**config.mk**
```make
export PLATFORM = sky130hd
export DESIGN_NAME = ctrl_reg_guard
export DESIGN_NICKNAME = d
export VERILOG_FILES = /design/src/rtl/ctrl_guard_pkg.sv /design/src/rtl/ctrl_reg_decode.sv /design/src/rtl/ctrl_reg_fsm.sv /design/src/rtl/ctrl_reg_store.sv /design/src/rtl/ctrl_reg_guard.sv
export SDC_FILE = /design/constraint.sdc
export NUM_CORES = 1
export LEC_CHECK = 0
export CORE_MARGIN = 4
export CORE_UTILIZATION = 51
export CTS_BUF_LIST = sky130_fd_sc_hd__clkbuf_8
export CTS_CLUSTER_SIZE = 14
export DETAILED_ROUTE_END_ITERATION = 7
export GPL_TIMING_DRIVEN = 0
export PLACE_DENSITY = 0.9
export RECOVER_POWER = 25
export SETUP_SLACK_MARGIN = 0.1
export SYNTH_ARGS = -nofsm -noshare
export SYNTH_HDL_FRONTEND = slang
export SYNTH_SLANG_ARGS = --single-unit
```
**constraint.sdc**
```tcl
create_clock -name clk -period 2.8 [get_ports clk]
set_clock_uncertainty 0.1 [all_clocks]
set_input_delay 0.56 -clock clk [delete_from_list [all_inputs] [get_ports clk]]
set_output_delay 0.56 -clock clk [all_outputs]
set_load 0.02 [all_outputs]
```
**src/rtl/ctrl_guard_pkg.sv**
```systemverilog
package ctrl_guard_pkg;

    typedef enum logic [2:0] {
        ST_IDLE,
        ST_WR_WAIT,
        ST_WR_HELD,
        ST_WR_DEAD,
        ST_RD_ONE
    } bus_state_e;

    typedef enum logic [2:0] {
        ACT_NONE,
        ACT_SET_WEL,
        ACT_SET_BOTH,
        ACT_CLR_WEL,
        ACT_NV_STORE,
        ACT_HOLD
    } reg_act_e;

    localparam int REG_W  = 8;
    localparam int B_PEN  = 7;
    localparam int B_BP1  = 4;
    localparam int B_BP0  = 3;
    localparam int B_RLAT = 2;
    localparam int B_WLAT = 1;
    localparam int B_BP2  = 0;

    localparam logic [REG_W-1:0] CODE_SET_WEL  = 8'h02;
    localparam logic [REG_W-1:0] CODE_SET_BOTH = 8'h06;
    localparam logic [REG_W-1:0] CODE_CLR_WEL  = 8'h00;
    localparam logic [REG_W-1:0] NV_MASK       = 8'hF9;

endpackage

```
**src/rtl/ctrl_reg_decode.sv**
```systemverilog
module ctrl_reg_decode
    import ctrl_guard_pkg::*;
(
    input  logic [REG_W-1:0] data_byte,
    input  logic             wel,
    input  logic             rwel,
    input  logic             busy,
    input  logic             sup_reset,
    input  logic             first_byte,
    output logic             accept,
    output reg_act_e         act
);

    always_comb begin
        act = ACT_NONE;
        if (!busy && !sup_reset && first_byte) begin
            if (wel && rwel && data_byte[B_WLAT]) begin
                act = data_byte[B_RLAT] ? ACT_HOLD : ACT_NV_STORE;
            end else if (data_byte == CODE_SET_WEL) begin
                act = ACT_SET_WEL;
            end else if (wel && data_byte == CODE_SET_BOTH) begin
                act = ACT_SET_BOTH;
            end else if (wel && data_byte == CODE_CLR_WEL) begin
                act = ACT_CLR_WEL;
            end
        end
        accept = (act != ACT_NONE);
    end

endmodule

```
**src/rtl/ctrl_reg_fsm.sv**
```systemverilog
module ctrl_reg_fsm
    import ctrl_guard_pkg::*;
(
    input  logic             clk,
    input  logic             rst_n,
    input  logic             sup_reset,
    input  logic             ev_start,
    input  logic             ev_stop,
    input  logic             ev_addr,
    input  logic             addr_hit,
    input  logic             addr_rnw,
    input  logic             ev_data,
    input  logic             ev_read,
    input  logic [REG_W-1:0] data_byte,
    input  logic             accept,
    input  reg_act_e         act_in,
    input  logic [REG_W-1:0] reg_q,
    output logic             ack_valid,
    output logic             ack,
    output logic             rd_valid,
    output logic [REG_W-1:0] rd_data,
    output logic             commit,
    output reg_act_e         pend_act,
    output logic [REG_W-1:0] pend_data
);

    bus_state_e state, state_nx;
    logic       wr_phase;
    logic       quiet;

    assign quiet    = sup_reset || ev_start;
    assign wr_phase = (state == ST_WR_WAIT) || (state == ST_WR_HELD) || (state == ST_WR_DEAD);
    assign commit   = !sup_reset && ev_stop && (state == ST_WR_HELD);

    always_comb begin
        state_nx = state;
        if (quiet) begin
            state_nx = ST_IDLE;
        end else begin
            unique case (state)
                ST_IDLE: begin
                    if (ev_addr && addr_hit) state_nx = addr_rnw ? ST_RD_ONE : ST_WR_WAIT;
                end
                ST_WR_WAIT: begin
                    if (ev_stop)      state_nx = ST_IDLE;
                    else if (ev_data) state_nx = accept ? ST_WR_HELD : ST_WR_DEAD;
                end
                ST_WR_HELD: begin
                    if (ev_stop)      state_nx = ST_IDLE;
                    else if (ev_data) state_nx = ST_WR_DEAD;
                end
                ST_WR_DEAD: begin
                    if (ev_stop) state_nx = ST_IDLE;
                end
                ST_RD_ONE: begin
                    if (ev_read || ev_stop) state_nx = ST_IDLE;
                end
                default: state_nx = ST_IDLE;
            endcase
        end
    end

    always_ff @(posedge clk or negedge rst_n) begin
        if (!rst_n) state <= ST_IDLE;
        else        state <= state_nx;
    end

    always_ff @(posedge clk or negedge rst_n) begin
        if (!rst_n) begin
            ack_valid <= 1'b0;
            ack       <= 1'b0;
            rd_valid  <= 1'b0;
            rd_data   <= '0;
            pend_act  <= ACT_NONE;
            pend_data <= '0;
        end else begin
            ack_valid <= ev_data && wr_phase && !ev_start;
            ack       <= ev_data && !quiet && (state == ST_WR_WAIT) && accept;
            rd_valid  <= ev_read && !quiet && (state == ST_RD_ONE);
            if (ev_read && !quiet && state == ST_RD_ONE) rd_data <= reg_q;
            if (ev_data && !quiet && state == ST_WR_WAIT && accept) begin
                pend_act  <= act_in;
                pend_data <= data_byte;
            end
        end
    end

endmodule

```
**src/rtl/ctrl_reg_store.sv**
```systemverilog
module ctrl_reg_store
    import ctrl_guard_pkg::*;
#(
    parameter int               NV_CYCLES = 200,
    parameter logic [REG_W-1:0] NV_INIT   = 8'h00
) (
    input  logic             clk,
    input  logic             rst_n,
    input  logic             wp_pin,
    input  logic             commit,
    input  reg_act_e         act,
    input  logic [REG_W-1:0] data,
    output logic [REG_W-1:0] reg_q,
    output logic             wel,
    output logic             rwel,
    output logic             busy
);

    localparam int CNT_W = $clog2(NV_CYCLES + 1);

    logic [REG_W-1:0] nv_bits;
    logic [REG_W-1:0] nv_next;
    logic [CNT_W-1:0] cnt;
    logic             locked;

    assign locked = wp_pin && nv_bits[B_PEN];
    assign busy   = (cnt != '0);

    always_comb begin
        nv_next = data & NV_MASK;
        if (locked) begin
            nv_next[B_PEN] = 1'b1;
            nv_next[B_BP1] = nv_bits[B_BP1];
            nv_next[B_BP0] = nv_bits[B_BP0];
            nv_next[B_BP2] = nv_bits[B_BP2];
        end
    end

    always_comb begin
        reg_q         = nv_bits;
        reg_q[B_RLAT] = rwel;
        reg_q[B_WLAT] = wel;
    end

    always_ff @(posedge clk or negedge rst_n) begin
        if (!rst_n) begin
            nv_bits <= NV_INIT & NV_MASK;
            wel     <= 1'b0;
            rwel    <= 1'b0;
            cnt     <= '0;
        end else begin
            if (busy) cnt <= cnt - 1'b1;
            if (commit) begin
                unique case (act)
                    ACT_SET_WEL:  wel <= 1'b1;
                    ACT_SET_BOTH: begin
                        wel  <= 1'b1;
                        rwel <= 1'b1;
                    end
                    ACT_CLR_WEL:  wel <= 1'b0;
                    ACT_NV_STORE: begin
                        nv_bits <= nv_next;
                        rwel    <= 1'b0;
                        cnt     <= CNT_W'(NV_CYCLES);
                    end
                    ACT_HOLD, ACT_NONE: ;
                    default: ;
                endcase
            end
        end
    end

endmodule

```
**src/rtl/ctrl_reg_guard.sv**
```systemverilog
module ctrl_reg_guard
    import ctrl_guard_pkg::*;
#(
    parameter int               IDX_W     = 4,
    parameter int               NV_CYCLES = 200,
    parameter logic [REG_W-1:0] NV_INIT   = 8'h00
) (
    input  logic             clk,
    input  logic             rst_n,
    input  logic             sup_reset,
    input  logic             wp_pin,
    input  logic             ev_start,
    input  logic             ev_stop,
    input  logic             ev_addr,
    input  logic             addr_hit,
    input  logic             addr_rnw,
    input  logic             ev_data,
    input  logic [IDX_W-1:0] data_idx,
    input  logic [REG_W-1:0] data_byte,
    input  logic             ev_read,
    output logic             ack_valid,
    output logic             ack,
    output logic             rd_valid,
    output logic [REG_W-1:0] rd_data,
    output logic [REG_W-1:0] reg_q,
    output logic             nv_busy
);

    logic             accept;
    reg_act_e         dec_act;
    reg_act_e         pend_act;
    logic [REG_W-1:0] pend_data;
    logic             commit;
    logic             wel;
    logic             rwel;

    ctrl_reg_decode u_decode (
        .data_byte  (data_byte),
        .wel        (wel),
        .rwel       (rwel),
        .busy       (nv_busy),
        .sup_reset  (sup_reset),
        .first_byte (data_idx == '0),
        .accept     (accept),
        .act        (dec_act)
    );

    ctrl_reg_fsm u_fsm (
        .clk       (clk),
        .rst_n     (rst_n),
        .sup_reset (sup_reset),
        .ev_start  (ev_start),
        .ev_stop   (ev_stop),
        .ev_addr   (ev_addr),
        .addr_hit  (addr_hit),
        .addr_rnw  (addr_rnw),
        .ev_data   (ev_data),
        .ev_read   (ev_read),
        .data_byte (data_byte),
        .accept    (accept),
        .act_in    (dec_act),
        .reg_q     (reg_q),
        .ack_valid (ack_valid),
        .ack       (ack),
        .rd_valid  (rd_valid),
        .rd_data   (rd_data),
        .commit    (commit),
        .pend_act  (pend_act),
        .pend_data (pend_data)
    );

    ctrl_reg_store #(
        .NV_CYCLES (NV_CYCLES),
        .NV_INIT   (NV_INIT)
    ) u_store (
        .clk    (clk),
        .rst_n  (rst_n),
        .wp_pin (wp_pin),
        .commit (commit),
        .act    (pend_act),
        .data   (pend_data),
        .reg_q  (reg_q),
        .wel    (wel),
        .rwel   (rwel),
        .busy   (nv_busy)
    );

endmodule

```
==> flow_metrics.py, run 1 <==
metrics = {
    "layout": {
        "post_route_cells_drive_above_1_share_pct": 10.92,
        "fin_nets": 262,
        "num_antenna_cells": 0,
        "syn2layout_area_growth_pct": 32.71,
        "ff_latch_area_um2": 975.9,
        "fill_cells": 243,
        "multi_input_area_um2": 842.1,
    },
    "cts": {
        "clock_path_buffers": 2,
        "clock-sinks": 39,
        "clock_latency_ps": 290,
        "cts_root_buffer": "clkbuf_8",
        "cts_max_level": 2,
        "clk_pin_slew_worst_paths_ps": 70,
        "tritoncts": "built",
        "cts_buffers": 5,
    },
    "yosys": {
        "syn-cell-area_mm2": 0.001878,
        "synthSimpleGateAreaFrac_pct": 24.25,
        "yosysTopAreaCell": "dfrtp_1",
        "synth_xor_area_share_pct": 3.731,
        "synthAdderAreaFrac_pct": 1.332,
        "avgSynthCellArea_um2": 10.04,
        "ys_types": 37,
        "synthMuxAreaShare_pct": 7.728,
        "ys_seq_area_share_pct": 51.97,
        "synth_top_family_by_area": "simple AND/OR/NAND/NOR gates",
        "yosysTopAreaCellShare_pct": 51.97,
        "yosysWarnings": 0,
        "synth_seq_cells": 39,
        "synth_compound_area_share_pct": 7.795,
        "yosys-top-cells-area": "dfrtp_1 (52%), nand2_1 (8.6%), mux2_4 (4.8%)",
        "synth_nets": 212,
        "syn_inst": 187,
    },
    "worst_setup_path": {
        "reg2reg_slack_ps": 520,
        "r2r-start": "u_fsm.state[1]",
        "cpMaxStageDelayCell": "or4_1",
        "max_stage_delay_ps": 590,
        "critPathMaxFanout": 10,
        "start_kind": "input port",
        "end_kind": "flop",
        "startpoint": "data_byte[7]",
        "cp_data_arrival_time_ps": 2710,
        "crit_chain": "clkdlybuf4s50_1, or4_1, o41ai_2, nand4_1, buf_6, mux2_4",
        "crit_type": "input port to flop",
        "cp.required_ps": 2870,
    },
    "outcome": {
        "violations": "max-capacitance violations, max-slew violations",
        "status": "complete, but fails checks",
    },
    "placed_design": {
        "gp_congestion": 0.8410,
        "portBuffers": 42,
        "hpwl_um": 2769,
        "dp_slack_ps": -129.4,
    },
    "timing": {
        "max_freq_mhz": 379.6,
        "finalWorstSetupSlack_ps": 166.0,
        "maxSlewViolCount": 40,
        "rsz0062_at_grt": "no",
        "finalHoldViolCount": 0,
        "setup_viol": 0,
        "timing.hold.ws_ps": 375.2,
        "fin_crit_sh_pct": 94.07,
        "tightestPinTransition_ps": 2002,
        "period_needed_ps": 2634,
        "maxSlewHeadroom_pct": -33.49,
    },
    "die": {
        "core_mm2": 0.003442,
        "die_w_um": 68.69,
        "die_area_mm2": 0.004718,
        "io_pins": 43,
        "num_rows": 21,
        "start_util_pct": 54.56,
        "die_h_um": 68.69,
    },
    "detailed_routing": {
        "routed_via_density": 5.296,
        "drt_iter0_drc": 98,
        "drc": 0,
        "vias": 1504,
        "first_pass_iters": 4,
        "ant_nets": 0,
        "routed_wl_um": 3865,
        "wl_per_cell_um": 13.61,
    },
    "pwr": {
        "power_w": 0.001177,
        "switching_share_pct": 19.29,
        "p_leak_nw": 1.129,
        "switchingPower_w": 0.0002271,
        "p_clk_share_pct": 46.5,
        "ir_worst_vdd_mv": 0.3348,
        "seqPwrFrac_pct": 47.9,
        "intPower_w": 0.0009501,
        "power_frac_comb_pct": 5.6,
        "p_per_area_mw_per_mm2": 472.3,
    },
    "global_routing": {
        "antenna_found_initial": 0,
        "track_usage_pct": 18.90,
        "grt_max_degree": 40,
        "grt_pass1_wl_um": 6651,
        "grt_pass1_vias": 1489,
        "overflow": 0,
    },
    "flow_run": {
        "max-cap-violations": 1,
    },
    "worst_hold_path": {
        "min_from": "u_fsm.rd_data[0]",
        "min_path_type": "flop to flop",
    },
}
[metal layers]
metal / track usage, % / up-vias / share of wire, %
li1: - / 741 / -
met1: 24.38 / 708 / 44
met2: 31.35 / 52 / 47
met3: 5.673 / 3 / 7.6
met4: 3.970 / 0 / 0.67
met5: 0 / - / 0
[power groups by stage]
stage               logic (W)  clock network, W  registers (W)
global placement    0.0000655                 0       0.000575
global route        0.0000735          0.000574       0.000564
floorplan           0.0000147                 0       0.000575
finish              0.0000658          0.000548       0.000564
CTS                 0.0000665          0.000556       0.000564
detailed placement  0.0000656                 0       0.000575
[stage by stage]
stage / utilization, % / cells / setup TNS (ps) / cell area, µm²
3_5_place_dp: 68.30 / 275 / -741.3 / 2351
4_1_cts: 72.37 / 284 / 0 / 2491
3_3_place_gp: 68.45 / 275 / -651.9 / 2356
5_1_grt: 72.41 / 284 / 0 / 2492
6_report: 72.41 / 284 / 0 / 2492
2_1_floorplan: - / 187 / 0 / 1878
[cells in the mapped netlist]
cell       instances
clkinv_1           1
buf_6              1
inv_1              4
or2_2              3
mux2_4             6
xor2_1             1
or4_1              2
nor3b_1            1
mux2_2             4
nand4_1            4
a21oi_1            3
o311ai_0           2
mux2i_1            1
clkbuf_1           4
dfrtp_1           39
o41ai_2            1
buf_4              2
nand4b_1           2
a32o_1             1
nor3_1            10
a221oi_1           1
nor2_1            14
nand3_1            3
a211oi_1           1
o21ai_0            8
xnor2_1            7
a32oi_1            1
ha_1               2
or3_1              3
a21boi_0           1
nor4b_1            1
nand2_1           43
a31oi_1            1
nand2b_1           4
a2111oi_0          1
nor4_4             1
nor2b_1            3
[worst max-delay path: cells and delay by family]
kind | cells | cell delay (ps)
buffers and inverters | 2 | 640
and+or+nand+nor | 2 | 790
muxes | 1 | 290
AOI/OAI and AO/OA | 1 | 420
[placed cells by master (no fill, tap or decap), types with 3 or more instances in the layout]
cell type        instances
nand2_1                 43
clkdlybuf4s50_1         40
dfrtp_1                 39
nor2_1                  14
nor3_1                  10
o21ai_0                  8
xnor2_1                  7
mux2_4                   6
inv_1                    5
clkbuf_1                 5
clkbuf_8                 5
nand2b_1                 4
nand4_1                  4
mux2_2                   4
or3_1                    3
nor2b_1                  3
or2_2                    3
nand3_1                  3
a21oi_1                  3
buf_4                    3
[final cells by class]
cell class	instances	share of cell area [%]
Tap cell	46	2.309
Multi-Input combinational cell	136	33.79
Timing Repair Buffer	43	17.02
Clock buffer	5	2.761
Clock inverter	3	2.560
Sequential cell	39	39.16
Inverter	5	0.7530
Buffer	7	1.657
[sequential cells by signal, summed over array words and instances, names as in the netlist]
| signal | cells |
|---|---|
| u_fsm.ack | 1 |
| u_fsm.rd_data | 8 |
| u_fsm.pend_data | 6 |
| u_fsm.rd_valid | 1 |
| u_store.rwel | 1 |
| u_store.nv_bits | 6 |
| u_store.wel | 1 |
| u_store.cnt | 8 |
| u_fsm.pend_act | 3 |
| u_fsm.ack_valid | 1 |
| u_fsm.state | 3 |
[timing repair]
action | CTS | global route
hold buffers | 0 | 0
hold endpoints to repair | 0 | 0
setup buffers | 1 | 0
endpoints found under the setup margin | 1 | 1
pin swaps | 1 | 0
resized for setup | 0 | 1
[path summary, 6_finish.rpt]
check	end	cells after the start
max in group asynchronous	u_store.cnt[1]	1
min	u_fsm.rd_data[0]	2
max reg2reg	u_store.nv_bits[4]	6
min reg2reg	u_fsm.rd_data[0]	2
min in group asynchronous	u_store.rwel	1
max	u_fsm.pend_data[5]	6
[kinds of logic (layout without fill, tap and decap cells)]
kind of cell             Yosys count  in the layout
buffers and inverters             12             63
XOR/XNOR                           8              8
multiplexers                      11             11
flip-flops                        39             39
adder cells (fa/ha/maj)            2              2
AO/OA/AOI/OAI                     21             21
AND/OR/NAND/NOR                   94             94
Power figures use the tool's default switching activity.
==> run 2: changes to the inputs <==
--- a/config.mk
+++ b/config.mk
@@ -8,7 +8,7 @@
 export CORE_MARGIN = 4
 export CORE_UTILIZATION = 51
 export CTS_BUF_LIST = sky130_fd_sc_hd__clkbuf_8
-export CTS_CLUSTER_SIZE = 14
+export CTS_CLUSTER_SIZE = 20
 export DETAILED_ROUTE_END_ITERATION = 7
 export GPL_TIMING_DRIVEN = 0
 export PLACE_DENSITY = 0.9
==> results of run 2 <==
Final layout, timing and power as in run 1 (identical DEF).
==> run 3: changes to the inputs <==
--- a/config.mk
+++ b/config.mk
@@ -5,11 +5,11 @@
 export SDC_FILE = /design/constraint.sdc
 export NUM_CORES = 1
 export LEC_CHECK = 0
-export CORE_MARGIN = 4
 export CORE_UTILIZATION = 51
 export CTS_BUF_LIST = sky130_fd_sc_hd__clkbuf_8
 export CTS_CLUSTER_SIZE = 20
 export DETAILED_ROUTE_END_ITERATION = 7
+export GPL_ROUTABILITY_DRIVEN = 0
 export GPL_TIMING_DRIVEN = 0
 export PLACE_DENSITY = 0.9
 export RECOVER_POWER = 25
==> run 3 against run 2 <==
  * The run still ends with max-capacitance violations, max-slew violations left
  * Worst hold slack lost 0.53 ps
  * Largest power group unchanged
  * Fmax shrank 0.77%
  * Worst setup slack lost 20 ps
  * Total power shrank 0.30%
  * Clock power shrank 0.7%
  * Largest cell class unchanged
  * Combinational power is essentially flat
  * Critical path type unchanged
  * Die area shrank 17%
  * Highest routed layer unchanged
==> flow_metrics.py, run 3 (synthesis results as in run 1) <==
metrics = {
    "outcome": {
        "status": "complete, but fails checks",
        "violations": "max-capacitance violations, max-slew violations",
    },
    "worst_setup_path": {
        "max_stage_delay_ps": 580,
        "cp_top_family": "simple AND/OR/NAND/NOR gates",
        "start_kind": "input port",
        "crit_chain": "clkdlybuf4s50_1, or4_1, o41ai_2, nand4_1, buf_6, mux2_4",
        "cp_data_arrival_time_ps": 2720,
        "crit_type": "input port to flop",
        "cpMaxStageDelayCell": "or4_1",
        "path_buf_inv": 2,
        "end_kind": "flop",
        "critPathMaxFanout": 10,
        "cp.required_ps": 2870,
    },
    "timing": {
        "rsz0062_at_grt": "no",
        "tightestPinTransition_ps": 1992,
        "timing.hold.ws_ps": 374.7,
        "maxSlewViolCount": 40,
        "max_freq_mhz": 376.7,
        "period_needed_ps": 2654,
        "setup_viol": 0,
        "finalHoldViolCount": 0,
        "maxSlewHeadroom_pct": -32.79,
        "fin_crit_sh_pct": 94.80,
    },
    "die": {
        "start_util_pct": 54.56,
        "die_w_um": 62.69,
        "io_pins": 43,
        "die_h_um": 62.69,
        "num_rows": 21,
        "core_mm2": 0.003442,
        "die_area_mm2": 0.003929,
    },
    "layout": {
        "fin_nets": 262,
        "mostFrequentLayoutCell": "nand2_1",
        "top_regs": "u_fsm.rd_data x8, u_store.cnt x8",
        "num_antenna_cells": 0,
        "syn2layout_area_growth_pct": 32.51,
        "fill_cells": 248,
        "final_cell_mix": "nand2_1 (43), clkdlybuf4s50_1 (40), dfrtp_1 (39)",
        "post_route_cells_drive_above_1_share_pct": 10.92,
        "fin_util_pct": 72.30,
    },
    "detailed_routing": {
        "drc": 0,
        "ant_nets": 0,
        "drt_iter0_drc": 60,
        "vias": 1552,
        "routed_wl_um": 3959,
        "first_pass_iters": 4,
        "routed_via_density": 5.465,
        "wl_per_cell_um": 13.94,
    },
    "cts": {
        "clock_latency_ps": 280,
        "clock-sinks": 39,
        "cts_max_level": 2,
        "cts_buffers": 5,
        "clock_path_buffers": 2,
        "ctsHoldBuffers": 0,
        "clk_pin_slew_worst_paths_ps": 80,
        "cts_root_buffer": "clkbuf_8",
        "tritoncts": "built",
    },
    "worst_hold_path": {
        "min_path_type": "flop to flop",
    },
    "pwr": {
        "ir_worst_vdd_mv": 0.2798,
        "p_leak_nw": 1.127,
        "p_per_area_mw_per_mm2": 471.6,
    },
    "global_routing": {
        "grt_pass1_wl_um": 6934,
        "track_usage_pct": 22.66,
        "grt_pass1_vias": 1512,
        "grt_max_degree": 40,
        "antenna_found_initial": 0,
        "overflow": 0,
    },
    "placed_design": {
        "hpwl_um": 2824,
        "portBuffers": 42,
    },
    "flow_run": {
        "max-cap-violations": 1,
    },
}
## run 3: cell count changes in the layout (fill, tap and decap cells not counted), sizes merged
cell          previous run  this run
dlymetal6s2s             1         0
dlygate4sd2              0         1
## run 3: worst register-to-register path, delay by kind of cell (launching register included)
| kind | cells | cell delay, ps |
|---|---|---|
| and+or+nand+nor | 4 | 1100 |
| buffers and inverters | 1 | 340 |
| DFF | 1 | 330 |
| muxes | 1 | 320 |
## run 3: where the power goes
group | leakage (nW) | internal (W) | total [W] | switching [W]
Combinational | 0.532 | 0.0000339 | 0.0000660 | 0.0000321
Sequential | 0.525 | 0.000564 | 0.000564 | 0.000000268
Clock | 0.0695 | 0.000353 | 0.000544 | 0.000191
## run 3: path summary, 6_finish.rpt
check,start,to,slack (ps),cells past startpoint
worst max-delay path,data_byte[7],u_fsm.pend_data[3],150,6
worst min-delay path,u_fsm.rd_data[6],u_fsm.rd_data[6],370,2
worst max register to register,u_fsm.state[1],u_store.nv_bits[3],520,6
worst min register to register,u_fsm.rd_data[6],u_fsm.rd_data[6],370,2
max in group asynchronous,rst_n,u_store.nv_bits[5],730,1
min in group asynchronous,rst_n,u_fsm.rd_data[2],740,1
## run 3: routing by layer
metal  part of all wire, %  wire [µm]  global-route usage [%]
met4                  0.28         11                   6.395
met2                    50       1985                   37.64
met3                   5.4        214                   5.839
met1                    44       1747                   29.27
met5                     0          0                       0
## run 3: layout make-up
type	count	area, µm²	area share, %
Timing Repair Buffer	43	420.4	16.89
Inverter	5	18.77	0.7541
Multi-Input combinational cell	136	842.1	33.84
Clock inverter	3	63.81	2.564
Clock buffer	5	68.82	2.765
Sequential cell	39	975.9	39.22
Tap cell	46	57.56	2.313
Buffer	7	41.29	1.659
## run 3: per-stage QoR
| stage | total power, W | cells | setup WS, ps | TNS [ps] | cell area, µm² |
|---|---|---|---|---|---|
| after CTS | 0.001181 | 284 | 154.6 | 0 | 2490 |
| after floorplan | 0.0005900 | 187 | 469.7 | 0 | 1878 |
| after global placement | 0.0006406 | 275 | -112.2 | -651.1 | 2356 |
| after detailed placement | 0.0006411 | 275 | -145.6 | -850.0 | 2351 |
| final | 0.001174 | 284 | 145.6 | 0 | 2489 |
| after global routing | 0.001214 | 284 | 120.0 | 0 | 2489 |
## run 3: timing repair
action,CTS,global route
endpoints found under the setup margin,1,0
setup buffers,1,0
hold endpoints to repair,0,0
resized for setup,1,0
